===== src/rtl/uart_irq_pkg.sv =====
package uart_irq_pkg;

    typedef enum logic [2:0] {
        ID_LINE    = 3'b011,
        ID_RXDATA  = 3'b010,
        ID_RXTMO   = 3'b110,
        ID_TXEMPTY = 3'b001,
        ID_MODEM   = 3'b000
    } irq_id_e;

    typedef struct packed {
        logic line;
        logic txe;
        logic modem;
    } pend_t;

    localparam int EN_RX    = 0;
    localparam int EN_TX    = 1;
    localparam int EN_LINE  = 2;
    localparam int EN_MODEM = 3;
    localparam int N_EN     = 4;

endpackage


===== src/rtl/uart_irq_flags.sv =====
module uart_irq_flags
    import uart_irq_pkg::*;
#(
    parameter int N_LINE  = 4,
    parameter int N_MODEM = 4
) (
    input  logic               clk,
    input  logic               rst_n,
    input  logic [N_LINE-1:0]  line_ev,
    input  logic [N_MODEM-1:0] modem_ev,
    input  logic               txe_ev,
    input  logic               rd_lsr,
    input  logic               rd_msr,
    input  logic               wr_thr,
    input  logic               txe_ack,
    output pend_t              pend_q
);

    pend_t pend_d;

    always_comb begin
        pend_d = pend_q;
        // clears first, then sets, so a same-cycle event survives
        if (rd_lsr)            pend_d.line  = 1'b0;
        if (rd_msr)            pend_d.modem = 1'b0;
        if (wr_thr || txe_ack) pend_d.txe   = 1'b0;
        if (|line_ev)          pend_d.line  = 1'b1;
        if (|modem_ev)         pend_d.modem = 1'b1;
        if (txe_ev)            pend_d.txe   = 1'b1;
    end

    always_ff @(posedge clk or negedge rst_n) begin
        if (!rst_n) pend_q <= '0;
        else        pend_q <= pend_d;
    end

endmodule


===== src/rtl/uart_irq_tmo.sv =====
module uart_irq_tmo #(
    parameter int TMO_CHARS = 4,
    parameter int CNT_W     = 5
) (
    input  logic             clk,
    input  logic             rst_n,
    input  logic             fifo_en,
    input  logic [CNT_W-1:0] rx_count,
    input  logic             rx_push,
    input  logic             rd_data,
    input  logic             char_tick,
    output logic             tmo
);

    localparam int TW = $clog2(TMO_CHARS + 1);
    localparam logic [TW-1:0] LIMIT = TW'(TMO_CHARS);

    typedef struct packed {
        logic [TW-1:0] cnt;
    } tmo_st_t;

    tmo_st_t st_d, st_q;

    always_comb begin
        st_d = st_q;
        if (!fifo_en || rx_count == '0 || rx_push || rd_data)
            st_d.cnt = '0;
        else if (char_tick && st_q.cnt != LIMIT)
            st_d.cnt = st_q.cnt + 1'b1;
    end

    always_ff @(posedge clk or negedge rst_n) begin
        if (!rst_n) st_q <= '0;
        else        st_q <= st_d;
    end

    assign tmo = (st_q.cnt == LIMIT);

endmodule


===== src/rtl/uart_irq_prio.sv =====
module uart_irq_prio
    import uart_irq_pkg::*;
(
    input  logic    line,
    input  logic    rxdat,
    input  logic    rxtmo,
    input  logic    txe,
    input  logic    modem,
    output logic    any,
    output irq_id_e id
);

    always_comb begin
        any = 1'b1;
        id  = ID_MODEM;
        if      (line)  id = ID_LINE;
        else if (rxdat) id = ID_RXDATA;
        else if (rxtmo) id = ID_RXTMO;
        else if (txe)   id = ID_TXEMPTY;
        else if (modem) id = ID_MODEM;
        else            any = 1'b0;
    end

endmodule


===== src/rtl/uart_irq_ident.sv =====
module uart_irq_ident
    import uart_irq_pkg::*;
#(
    parameter int FIFO_DEPTH = 16,
    parameter int TMO_CHARS  = 4,
    parameter int CNT_W      = $clog2(FIFO_DEPTH + 1)
) (
    input  logic             clk,
    input  logic             rst_n,
    input  logic             fifo_en,
    input  logic [3:0]       ien,
    input  logic [3:0]       line_ev,
    input  logic             rx_ready,
    input  logic             rx_trig,
    input  logic [CNT_W-1:0] rx_count,
    input  logic             rx_push,
    input  logic             txe_ev,
    input  logic [3:0]       modem_ev,
    input  logic             rd_data,
    input  logic             rd_lsr,
    input  logic             rd_msr,
    input  logic             rd_isr,
    input  logic             wr_thr,
    input  logic             char_tick,
    output logic [7:0]       isr,
    output logic             irq
);

    pend_t   pend_q;
    logic    tmo;
    logic    any;
    irq_id_e id;
    logic    txe_ack;
    logic    rx_src;
    logic    m_line, m_rx, m_tmo, m_txe, m_modem;

    assign rx_src  = fifo_en ? rx_trig : rx_ready;
    assign m_line  = pend_q.line  & ien[EN_LINE];
    assign m_rx    = rx_src       & ien[EN_RX];
    assign m_tmo   = tmo & fifo_en & ien[EN_RX];
    assign m_txe   = pend_q.txe   & ien[EN_TX];
    assign m_modem = pend_q.modem & ien[EN_MODEM];

    // transmit-empty is acknowledged only when it is the code being read
    assign txe_ack = rd_isr && any && (id == ID_TXEMPTY);

    uart_irq_flags #(.N_LINE(4), .N_MODEM(4)) u_flags (
        .clk      (clk),
        .rst_n    (rst_n),
        .line_ev  (line_ev),
        .modem_ev (modem_ev),
        .txe_ev   (txe_ev),
        .rd_lsr   (rd_lsr),
        .rd_msr   (rd_msr),
        .wr_thr   (wr_thr),
        .txe_ack  (txe_ack),
        .pend_q   (pend_q)
    );

    uart_irq_tmo #(.TMO_CHARS(TMO_CHARS), .CNT_W(CNT_W)) u_tmo (
        .clk       (clk),
        .rst_n     (rst_n),
        .fifo_en   (fifo_en),
        .rx_count  (rx_count),
        .rx_push   (rx_push),
        .rd_data   (rd_data),
        .char_tick (char_tick),
        .tmo       (tmo)
    );

    uart_irq_prio u_prio (
        .line  (m_line),
        .rxdat (m_rx),
        .rxtmo (m_tmo),
        .txe   (m_txe),
        .modem (m_modem),
        .any   (any),
        .id    (id)
    );

    always_comb begin
        isr      = '0;
        isr[7:6] = {2{fifo_en}};
        isr[3:1] = id;
        isr[3]   = id[2] & fifo_en;
        isr[0]   = ~any;
    end

    assign irq = any;

endmodule


===== config.mk =====
export PLATFORM = sky130hd
export DESIGN_NAME = uart_irq_ident
export DESIGN_NICKNAME = d
export VERILOG_FILES = /design/src/rtl/uart_irq_pkg.sv /design/src/rtl/uart_irq_flags.sv /design/src/rtl/uart_irq_tmo.sv /design/src/rtl/uart_irq_prio.sv /design/src/rtl/uart_irq_ident.sv
export SDC_FILE = /design/constraint.sdc
export NUM_CORES = 1
export LEC_CHECK = 0
export BUFFER_PORTS_ARGS = -buffer_cell sky130_fd_sc_hd__buf_2
export CORE_AREA = 2 2 39 41
export DETAILED_ROUTE_END_ITERATION = 12
export DIE_AREA = 0 0 41 43
export HOLD_SLACK_MARGIN = 0.15
export PLACE_DENSITY = 0.76
export SETUP_SLACK_MARGIN = 0.3
export SKIP_LAST_GASP = 1
export SLEW_MARGIN = 20
export SYNTH_ARGS = -nofsm -noshare
export SYNTH_HDL_FRONTEND = slang
export SYNTH_SLANG_ARGS = --single-unit

===== constraint.sdc =====
create_clock -name clk -period 3.3 [get_ports clk]
set_input_delay 0.33 -clock clk [delete_from_list [all_inputs] [get_ports clk]]
set_output_delay 0.33 -clock clk [all_outputs]
set_load 0.02 [all_outputs]

==> summary.txt <==
Synthesis
  – Yosys top cell by area: dfrtp_1
  – Top-count cell post-synth: dfrtp_1
  – Netlist Area Pre-Place: 418 um2
  – Yosys reg bits: 6
  – Yosys warns: 0
  – Yosys top cell area share: 35.9%
  – Synth top cells by count: dfrtp_1, inv_1, nand2_1
  – Synthesized area per cell: 8.36 um2
  – Synth unique cells: 23
  – Post-synthesis sequential area ratio: 35.9%
  – Post-synth EDFFs: 0
  – Commonest register cell after synthesis: dfrtp_1
  – Post-Syn Instances: 50
  – Synth area leaders: dfrtp_1, buf_4, ha_1, a21oi_1, o21ai_0
  – Post-synth ARST share: 100%

STA
  – Fin Hold WS: 0.264 ns
  – Final Setup Violations: 0
  – Max Freq: 0.518 GHz
  – Slew Limit Fails: 0
  – Fin Setup TNS: 0 ns
  – Clock skew: 0.00202 ns
  – Fin crit share: 58.5%
  – RSZ-0062 raised after global routing: false
  – Final Hold Vio Count: 0
  – Post-route minimum period: 1.93 ns

Cells and area
  – Final Util: 45.1%
  – Nets: 121
  – Share of layout cells above drive strength 1: 46.0%
  – Syn-to-layout area delta: 49.4%
  – # fillers: 146
  – Diodes inserted: 0

Power and ir drop
  – PD cells: 301 nW/um2
  – Logic gate share of total power: 24.8%
  – Sw Ratio: 26.2%
  – Maximum vdd drop: 0.195 mV
  – Sw Pwr: 49.3 uW
  – Cell-internal power: 139 uW
  – Clock power frac: 34.4%
  – Reg power frac: 40.8%
  – Tot Pwr: 188 uW
  – LEAKAGE: 0.344 nW

Placed design
  – Routability cong.: 0.606
  – IO Port Bufs: 36
  – Post-DP HPWL: 872 um

Clock tree
  – Clock Pin Slew Worst Setup and Hold Paths: 0.04 ns
  – Later-pin clock latency in the skew report: 0.24 ns
  – H-tree depth: 1
  – CTS tree: built
  – Clock tree buffer depth: 2
  – # resized after CTS: 0
  – CTS Buf Count: 3
  – Clock sinks: 6
  – Root buffer cell: clkbuf_4

Global routing
  – Total track usage: 11.4%
  – Vias in the first global route: 382
  – GRT overflow: 0
  – Met1 Use GR: 12.1%
  – Antenna violations before repair: 0
  – Largest net degree at the start of global routing: 8
  – Met3 GRT Util: 3.14%
  – M2 GR Usage: 19.1%
  – First-pass GRT wire length: 1370 um
  – Busiest grt layer: met2

Floorplan
  – Initial Util: 30.2%
  – Rows: 14
  – Core area: 1380 um2
  – Die area: 1760 um2
  – Die X-Extent: 41 um
  – Chip Height: 43 um
  – IO Count: 39

Critical path
  – CP Max Fanout: 4
  – Critical Path AT: 1.60 ns
  – Worst Path Required: 2.97 ns
  – Setup CP Type: flop to output port
  – Startpoint types: flop
  – Worst Setup End Kind: output port

Run status
  – Outcome: completed

Routing
  – Antenna viol nets, final: 0
  – Via count: 486
  – Routed WL: 980 um
  – Via density per instance: 4.72
  – DRT Pass-1 Iters: 4
  – DR iter-0 viols: 7
  – # DRC: 0
  – Routed wire per std cell: 9.51 um

Worst hold path
  – Worst Hold Class: primary input to flop

Job
  – MaxCap Viol Count: 0
==> critical path, stage by stage, from the launching register on <==
cell and delay (ns):
dfrtp_1 0.37, inv_1 0.05, ha_1 0.23, a21oi_1 0.19, a21o_1 0.19, and4_1 0.18, buf_2 0.15
==> cells by family after synthesis <==
family | share of synthesized area [%]
DFF | 35.9
AOI/OAI and AO/OA | 17.7
and+or+nand+nor | 23.4
buffers and inverters | 11.7
adders and majority gates | 5.99
xor gates and xnor gates | 2.10
other | 0.897
muxes | 2.40
==> final timing paths <==
kind	start	endpoint	slack [ns]	depth (start not counted)
setup / recovery	u_tmo.st_q[0]	isr[0]	1.37	6
hold reg to reg	u_flags.pend_q[0]	u_flags.pend_q[0]	0.54	2
min in group asynchronous	rst_n	u_tmo.st_q[0]	0.44	2
max in group asynchronous	rst_n	u_flags.pend_q[2]	2.72	2
hold / removal	rd_msr	u_flags.pend_q[0]	0.26	2
setup reg to reg	u_tmo.st_q[0]	u_tmo.st_q[1]	1.89	5
==> power by group through the flow <==
stage | Sequential [mW] | Clock, mW | Combinational [mW]
3_5_place_dp | 0.0778 | 0 | 0.0463
2_1_floorplan | 0.0776 | 0 | 0.0246
4_1_cts | 0.0767 | 0.0700 | 0.0473
6_report | 0.0768 | 0.0647 | 0.0466
3_3_place_gp | 0.0778 | 0 | 0.0451
5_1_grt | 0.0769 | 0.0734 | 0.0521
==> through the flow <==
stage,worst slack [ns],cell area (um2),instances
after floorplan,1.60,422,51
after global placement,1.65,592,99
after detailed placement,1.62,592,99
after CTS,1.35,624,103
after global routing,1.26,624,103
final,1.37,624,103
==> sequential cells by signal, indices dropped and copies added (netlist names) <==
signal,count
u_flags.pend_q,3
u_tmo.st_q,3
==> area by class of cell <==
cell class | count | area [um2] | share of cell area [%]
Clock buffer | 3 | 22.5 | 3.61
Sequential cell | 6 | 150 | 24.0
Timing Repair Buffer | 37 | 190 | 30.5
Tap cell | 16 | 20.0 | 3.21
Multi-Input combinational cell | 36 | 223 | 35.7
Inverter | 5 | 18.8 | 3.01
==> routing by layer <==
layer	part of all wire [%]	wire [um]	vias up
met1	35	347	211
met2	52	514	28
met5	0	0	-
li1	-	-	247
met3	12	118	0
met4	0	0	0
==> placed cells by master, fill, tap and decap left out, types with 2 or more instances in the layout <==
master / instances
ha_1: 2
nor3_1: 2
o21ai_0: 4
conb_1: 2
a21oi_1: 4
buf_2: 36
nor2_1: 3
inv_1: 5
dfrtp_1: 6
nor4_1: 2
nand2_1: 5
clkbuf_4: 3
==> what timing repair did <==
item / 4_1_cts / 5_1_grt
endpoints found under the hold margin: 6 / 0
setup endpoints to repair: 0 / 0
hold buffers: 1 / 0
setup buffers: 0 / 0
Note: power is estimated with default switching activity, not from simulation.
